File: config.mk
export PLATFORM = sky130hd
export DESIGN_NAME = txring_walker
export DESIGN_NICKNAME = d
export VERILOG_FILES = /design/src/rtl/txr_pkg.sv /design/src/rtl/txr_bd_fields.sv /design/src/rtl/txr_byte_stage.sv /design/src/rtl/txring_walker.sv
export SDC_FILE = /design/constraint.sdc
export NUM_CORES = 1
export LEC_CHECK = 0
export BUFFER_PORTS_ARGS = -buffer_cell sky130_fd_sc_hd__buf_2
export CELL_PAD_IN_SITES_DETAIL_PLACEMENT = 1
export CELL_PAD_IN_SITES_GLOBAL_PLACEMENT = 1
export CORE_UTILIZATION = 43
export DETAILED_ROUTE_END_ITERATION = 8
export GPL_TIMING_DRIVEN = 0
export PLACE_DENSITY = 0.79
export SLEW_MARGIN = 10
export SYNTH_ARGS = -nofsm -noshare
export SYNTH_HDL_FRONTEND = slang
export SYNTH_SLANG_ARGS = --single-unit
File: constraint.sdc
create_clock -name clk -period 7.4 [get_ports clk]
set_clock_uncertainty 0.15 [all_clocks]
set_input_delay 1.48 -clock clk [delete_from_list [all_inputs] [get_ports clk]]
set_output_delay 1.48 -clock clk [all_outputs]
set_load 0.02 [all_outputs]
File: src/rtl/txr_pkg.sv
package txr_pkg;
  localparam int FB_RDY  = 15;
  localparam int FB_PAD  = 14;
  localparam int FB_WRAP = 13;
  localparam int FB_INT  = 12;
  localparam int FB_LAST = 11;
  // status bits cleared on write-back: ready, defer, late coll., retry limit, retry count, underrun, truncation
  localparam logic [15:0] WB_CLEAR = 16'h82FF;

  typedef enum logic [3:0] {
    S_IDLE, S_DRD, S_DEC, S_PAY, S_EMIT, S_FIN, S_PAD, S_FLUSH, S_WB0, S_WB1
  } txr_state_e;
endpackage

File: src/rtl/txr_bd_fields.sv
module txr_bd_fields
  import txr_pkg::*;
(
  input  logic [63:0] raw,
  input  logic        le,
  output logic [15:0] flags,
  output logic [15:0] len,
  output logic [31:0] bptr,
  output logic [7:0]  wb_b0,
  output logic [7:0]  wb_b1
);
  logic [15:0] keep;

  always_comb begin
    if (le) begin
      flags = raw[15:0];
      len   = raw[31:16];
      bptr  = raw[63:32];
    end else begin
      flags = {raw[7:0], raw[15:8]};
      len   = {raw[23:16], raw[31:24]};
      bptr  = {raw[39:32], raw[47:40], raw[55:48], raw[63:56]};
    end
    keep  = flags & ~WB_CLEAR;
    wb_b0 = le ? keep[7:0]  : keep[15:8];
    wb_b1 = le ? keep[15:8] : keep[7:0];
  end
endmodule

File: src/rtl/txr_byte_stage.sv
module txr_byte_stage #(
  parameter int DW = 8
) (
  input  logic          clk,
  input  logic          rst,
  input  logic          push_v,
  input  logic [DW-1:0] push_b,
  input  logic          flush_v,
  output logic          accept,
  output logic          out_valid,
  output logic [DW-1:0] out_data,
  output logic          out_last,
  input  logic          out_ready
);
  logic          hold_v;
  logic [DW-1:0] hold_b;
  logic          slot_free;

  assign slot_free = !out_valid || out_ready;

  always_comb begin
    if (flush_v) accept = slot_free;
    else         accept = push_v && (!hold_v || slot_free);
  end

  always_ff @(posedge clk) begin
    if (rst) begin
      hold_v    <= 1'b0;
      hold_b    <= '0;
      out_valid <= 1'b0;
      out_data  <= '0;
      out_last  <= 1'b0;
    end else begin
      if (out_valid && out_ready) out_valid <= 1'b0;
      if (flush_v && slot_free) begin
        out_valid <= 1'b1;
        out_data  <= hold_b;
        out_last  <= 1'b1;
        hold_v    <= 1'b0;
      end else if (push_v && accept) begin
        if (hold_v) begin
          out_valid <= 1'b1;
          out_data  <= hold_b;
          out_last  <= 1'b0;
        end
        hold_b <= push_b;
        hold_v <= 1'b1;
      end
    end
  end
endmodule

File: src/rtl/txring_walker.sv
module txring_walker
  import txr_pkg::*;
#(
  parameter int NRINGS  = 2,
  parameter int HI_W    = 4,
  parameter int FLEN_W  = 16,
  parameter int MIN_LEN = 64,
  localparam int RW = (NRINGS > 1) ? $clog2(NRINGS) : 1
) (
  input  logic                 clk,
  input  logic                 rst,
  input  logic                 cfg_tx_en,
  input  logic                 cfg_le,
  input  logic                 cfg_pad_en,
  input  logic [HI_W-1:0]      cfg_addr_hi,
  input  logic [NRINGS*32-1:0] ring_base,
  input  logic [NRINGS*32-1:0] ring_ptr,
  input  logic                 kick,
  input  logic [RW-1:0]        kick_ring,
  output logic                 busy,
  output logic                 ptr_upd_valid,
  output logic [RW-1:0]        ptr_upd_ring,
  output logic [31:0]          ptr_upd_addr,
  output logic [31:0]          halt_status,
  output logic                 ev_frame,
  output logic                 ev_buf,
  output logic                 mem_req_valid,
  input  logic                 mem_req_ready,
  output logic                 mem_req_we,
  output logic [31+HI_W:0]     mem_req_addr,
  output logic [7:0]           mem_req_wdata,
  input  logic                 mem_rsp_valid,
  input  logic [7:0]           mem_rsp_data,
  output logic                 tx_valid,
  input  logic                 tx_ready,
  output logic [7:0]           tx_data,
  output logic                 tx_last
);
  localparam logic [FLEN_W-1:0] MIN_F = FLEN_W'(MIN_LEN);

  txr_state_e       st;
  logic             wt;
  logic [RW-1:0]    ring;
  logic [31:0]      base, cur;
  logic [63:0]      raw;
  logic [2:0]       bidx;
  logic [15:0]      cnt;
  logic [FLEN_W-1:0] flen;
  logic             pad_opt;
  logic [7:0]       nb;

  logic [15:0] d_flags, d_len;
  logic [31:0] d_bptr;
  logic [7:0]  wb_b0, wb_b1;
  logic        push_v, flush_v, push_ok;
  logic [7:0]  push_b;

  txr_bd_fields u_fields (
    .raw(raw), .le(cfg_le), .flags(d_flags), .len(d_len), .bptr(d_bptr),
    .wb_b0(wb_b0), .wb_b1(wb_b1)
  );

  assign push_v  = (st == S_EMIT) || (st == S_PAD);
  assign push_b  = (st == S_PAD) ? 8'h00 : nb;
  assign flush_v = (st == S_FLUSH);

  txr_byte_stage #(.DW(8)) u_stage (
    .clk(clk), .rst(rst), .push_v(push_v), .push_b(push_b), .flush_v(flush_v),
    .accept(push_ok), .out_valid(tx_valid), .out_data(tx_data),
    .out_last(tx_last), .out_ready(tx_ready)
  );

  assign busy = (st != S_IDLE);

  always_ff @(posedge clk) begin
    if (rst) begin
      st <= S_IDLE;       wt <= 1'b0;
      mem_req_valid <= 1'b0; mem_req_we <= 1'b0;
      mem_req_addr <= '0;    mem_req_wdata <= '0;
      ring <= '0; base <= '0; cur <= '0; raw <= '0; bidx <= '0;
      cnt <= '0; flen <= '0; pad_opt <= 1'b0; nb <= '0;
      halt_status <= '0; ptr_upd_valid <= 1'b0; ptr_upd_ring <= '0;
      ptr_upd_addr <= '0; ev_frame <= 1'b0; ev_buf <= 1'b0;
    end else begin
      ptr_upd_valid <= 1'b0;
      ev_frame      <= 1'b0;
      ev_buf        <= 1'b0;
      if (mem_req_valid && mem_req_ready) begin
        mem_req_valid <= 1'b0;
        wt            <= !mem_req_we;
      end
      if (wt && mem_rsp_valid) wt <= 1'b0;

      case (st)
        S_IDLE: if (kick && cfg_tx_en) begin
          ring <= kick_ring;
          base <= ring_base[32*int'(kick_ring) +: 32] & ~32'h7;
          cur  <= ring_ptr[32*int'(kick_ring) +: 32] & ~32'h7;
          halt_status[31 - int'(kick_ring)] <= 1'b0;
          bidx <= '0;
          st   <= S_DRD;
        end
        S_DRD: begin
          if (!mem_req_valid && !wt) begin
            mem_req_valid <= 1'b1;
            mem_req_we    <= 1'b0;
            mem_req_addr  <= {cfg_addr_hi, cur + 32'(bidx)};
          end
          if (wt && mem_rsp_valid) begin
            raw[8*bidx +: 8] <= mem_rsp_data;
            bidx <= bidx + 3'd1;
            if (bidx == 3'd7) st <= S_DEC;
          end
        end
        S_DEC: begin
          if (!d_flags[FB_RDY]) begin
            ptr_upd_valid <= 1'b1;
            ptr_upd_ring  <= ring;
            ptr_upd_addr  <= cur;
            halt_status[31 - int'(ring)] <= 1'b1;
            st <= S_IDLE;
          end else begin
            if (d_len != 16'd0 && flen == '0) pad_opt <= d_flags[FB_PAD];
            cnt <= '0;
            st  <= (d_len != 16'd0) ? S_PAY : S_FIN;
          end
        end
        S_PAY: begin
          if (!mem_req_valid && !wt) begin
            mem_req_valid <= 1'b1;
            mem_req_we    <= 1'b0;
            mem_req_addr  <= {cfg_addr_hi, d_bptr + 32'(cnt)};
          end
          if (wt && mem_rsp_valid) begin
            nb <= mem_rsp_data;
            st <= S_EMIT;
          end
        end
        S_EMIT: if (push_ok) begin
          cnt  <= cnt + 16'd1;
          flen <= flen + FLEN_W'(1);
          st   <= (cnt + 16'd1 == d_len) ? S_FIN : S_PAY;
        end
        S_FIN: begin
          if (d_flags[FB_LAST] && flen != '0) begin
            st <= ((pad_opt || cfg_pad_en) && flen < MIN_F) ? S_PAD : S_FLUSH;
          end else begin
            ev_buf <= d_flags[FB_INT];
            st     <= S_WB0;
          end
        end
        S_PAD: if (push_ok) begin
          flen <= flen + FLEN_W'(1);
          if (flen + FLEN_W'(1) == MIN_F) st <= S_FLUSH;
        end
        S_FLUSH: if (push_ok) begin
          flen     <= '0;
          pad_opt  <= 1'b0;
          ev_frame <= d_flags[FB_INT];
          st       <= S_WB0;
        end
        S_WB0: begin
          if (!mem_req_valid) begin
            mem_req_valid <= 1'b1;
            mem_req_we    <= 1'b1;
            mem_req_addr  <= {cfg_addr_hi, cur};
            mem_req_wdata <= wb_b0;
          end else if (mem_req_ready) st <= S_WB1;
        end
        S_WB1: begin
          if (!mem_req_valid) begin
            mem_req_valid <= 1'b1;
            mem_req_we    <= 1'b1;
            mem_req_addr  <= {cfg_addr_hi, cur + 32'd1};
            mem_req_wdata <= wb_b1;
          end else if (mem_req_ready) begin
            cur  <= d_flags[FB_WRAP] ? base : cur + 32'd8;
            bidx <= '0;
            st   <= S_DRD;
          end
        end
        default: st <= S_IDLE;
      endcase
    end
  end
endmodule

==> metrics <==
DRC viols=0; Starting Density=43.80%; combinational share of power=20.7%; Place WS=0.9720 ns; Fmax=0.1681 GHz; Setup CP Type=input pin to flip-flop; Max Cap Viol=0; status=finished clean; Post-CTS Setup Bufs=0; slowest CP cell=nor4b_2; layout cells sized above 1=17.66%; die width=~190 µm; Post-Synthesis Cells=1,926; TNS Setup=0 ns; leakage=0.007157 µW; class of the worst hold path=flip-flop to flip-flop; RSZ-0062 raised after global routing=false; pin count of the biggest net entering global routing=15; global-route usage over all layers=32.70%; Final Hold Viols=0; Synth Area per Inst=7.875 µm²; Yosys warning count=0; asr flop ratio synth=0%; Post-DRT Antenna Nets=0; Final GP Congestion=0.9157; wire per inst=roughly 22 µm; Final HPWL DP=between 40,000 and 50,000 µm; worst setup margin=1.450 ns; worst path cell trace=buf_2, buf_4, buf_4, buf_4, buf_2, buf_2, mux2_2, ha_1, fa_1, a21o_1, nand4_1, a21oi_1, nor4b_2, nor3_1, xor2_1, o21ai_0; CP arrival=6.22 ns; sequential fraction of the synthesis area=35.37%; Worst-path clk slew=0.06 ns; H-tree depth=1; Initial DRC Count=1,002; slowest cell delay on critical path=0.85 ns; I/O pins=~280; Final min period=between 5 and 6 ns; TritonCTS clock tree=built; setup violators final=0; CTS resizes=0; hold-fix buffers at CTS=0; fin nets=2,389; via count=between 15,000 and 20,000; core area=~35,000 µm²; Sink Count=268; layout overhead on the synthesized area=18.51%; first-pass GRT wire length=91,360 µm; initial antenna violation count=0; Slew Limit Fails=0; clk_lat worst skew=0.56 ns; CTS buffer count=30; Sw Ratio=31.65%; WL final=roughly 60,000 µm; top cells by area, synth=dfxtp_1, mux2i_1, a21oi_1; worst-case vdd ir drop=0.1985 mV; GRT Residual Overflow=0; vias in the first global route=approximately 16,000; cell taking the most area after synthesis=dfxtp_1; mapped cell area=15,170 µm²; critical path fanouts, max=10; Pint=2756 µW; drt pass-1 iters=7; Root Buffer=clkbuf_16; Diodes inserted=0; Die H=189.8 µm; WP data required=7.67 ns; die area=36,030 µm²; Seq pwr share=40.9%; number of distinct library cells after synthesis=80; flops & latches, synth=about 270; Synth Flop Type=dfxtp_1; clock share of power=38.4%; Worst Tran Pin Value=1.102 ns; number of flops mapped to enable cells by yosys=0; share of the synthesized area in the top cell type=35.37%; via/cell ratio=5.853; site row count=68; Pwr Density=~220 nW/µm²; Net Sw Power=~1300 µW; Slew HR=26.53%; Critical Path End Type=flip-flop; worst-case clock buffer depth=3; Critical Path Source Type=input pin; crit share post-route=80.40%; port bufs=218
==> synthesized netlist by cell type (all sizes together), types with 44 or more instances <==
library cell  count
buf              76
nor2            211
nor3             44
xnor2            51
nand2           247
nand3            78
dfxtp           268
o21ai            85
a21oi           199
mux2i           116
a211oi           60
clkbuf          101
==> final timing paths <==
path / endpoint / start / cells past startpoint / slack, ns
worst max-delay path: mem_req_addr[18] / cfg_le / 16 / 1.45
worst min-delay path: ptr_upd_addr[8] / ptr_upd_addr[8] / 2 / 0.30
worst max register to register: mem_req_addr[18] / raw[56] / 10 / 3.92
worst min register to register: ptr_upd_addr[8] / ptr_upd_addr[8] / 2 / 0.30
==> routing by layer <==
metal  track usage (%)  part of all wire, %  vias up
met4             11.72                  3.5        0
met2             56.99                   48      533
met5                 0                    0        -
met3             4.464                  5.6      116
met1             40.99                   43     7739
li1                  -                    -     7334
==> state kept, by name (all words and copies together), names as in the netlist, 2 cells and up <==
| signal | cells |
|---|---|
| base | 29 |
| bidx | 3 |
| cnt | 16 |
| cur | 29 |
| flen | 16 |
| halt_status | 2 |
| mem_req_addr | 36 |
| mem_req_wdata | 6 |
| nb | 8 |
| ptr_upd_addr | 29 |
| raw | 62 |
| st | 4 |
| u_stage.hold_b | 8 |
| u_stage.out_data | 8 |
==> area by class of cell <==
| type | count | area, µm² |
|---|---|---|
| fillers | 4412 | 16650 |
| multi-input cells | 1487 | 8954 |
| repair buffers | 218 | 1091 |
| clock buffers | 42 | 887.1 |
| well taps | 455 | 569.3 |
| flip-flops and latches | 268 | 5365 |
| plain buffers | 177 | 870.8 |
| clock inverters | 11 | 132.6 |
| inverters | 28 | 105.1 |
==> power groups by stage <==
stage                     Combinational, µW  Sequential, µW  Clock (µW)
after CTS                               827            1650        1560
final                                   835            1650        1550
after global placement                  797            1670           0
after global routing                    899            1660        1620
after detailed placement                818            1680           0
after floorplan                         467            1700           0
==> cell families (layout without fill, tap and decap cells) <==
logic type                 count (synthesis)  count (layout)  share of synthesized area (%)
AOI/OAI and AO/OA                        456             456                          18.26
muxes                                    141             141                          9.561
adders and majority gates                 29              29                          2.442
xor gates and xnor gates                  77              77                          4.446
other                                      1              35                        0.02472
buffers and inverters                    205             476                          6.435
and+or+nand+nor                          749             749                          23.46
DFF                                      268             268                          35.37
==> critical path: cells and delay by family <==
kind / cells / cell delay [ns]
buf+inv: 6 / 1.80
xor+xnor: 1 / 0.28
compound gates: 3 / 0.45
fa+ha+maj: 2 / 0.64
simple gates: 3 / 1.18
mux: 1 / 0.37
==> layout by cell type (no fill, tap or decap), types with 59 or more instances in the layout <==
cell type	synthesis	layout
a21oi_1	199	199
dfxtp_1	268	268
buf_2	25	243
a211oi_1	59	59
nor2_1	210	210
o21ai_0	74	74
mux2i_1	115	115
clkbuf_1	99	103
nand2_1	247	247
nand3_1	74	74
==> through the flow <==
step / power (µW) / utilization [%] / instances / hold slack [ns] / instance area, µm²
final: 4032 / 51.91 / 2686 / 0.3013 / 17970
after global routing: 4176 / 51.91 / 2686 / 0.3113 / 17970
after CTS: 4037 / 51.91 / 2686 / 0.3031 / 17970
after detailed placement: 2495 / 48.96 / 2633 / 0.2951 / 16960
after global placement: 2470 / 48.96 / 2633 / 0.2920 / 16960
after floorplan: 2172 / - / 1960 / 0.2860 / 15290
(Power assumes the default switching activity.)
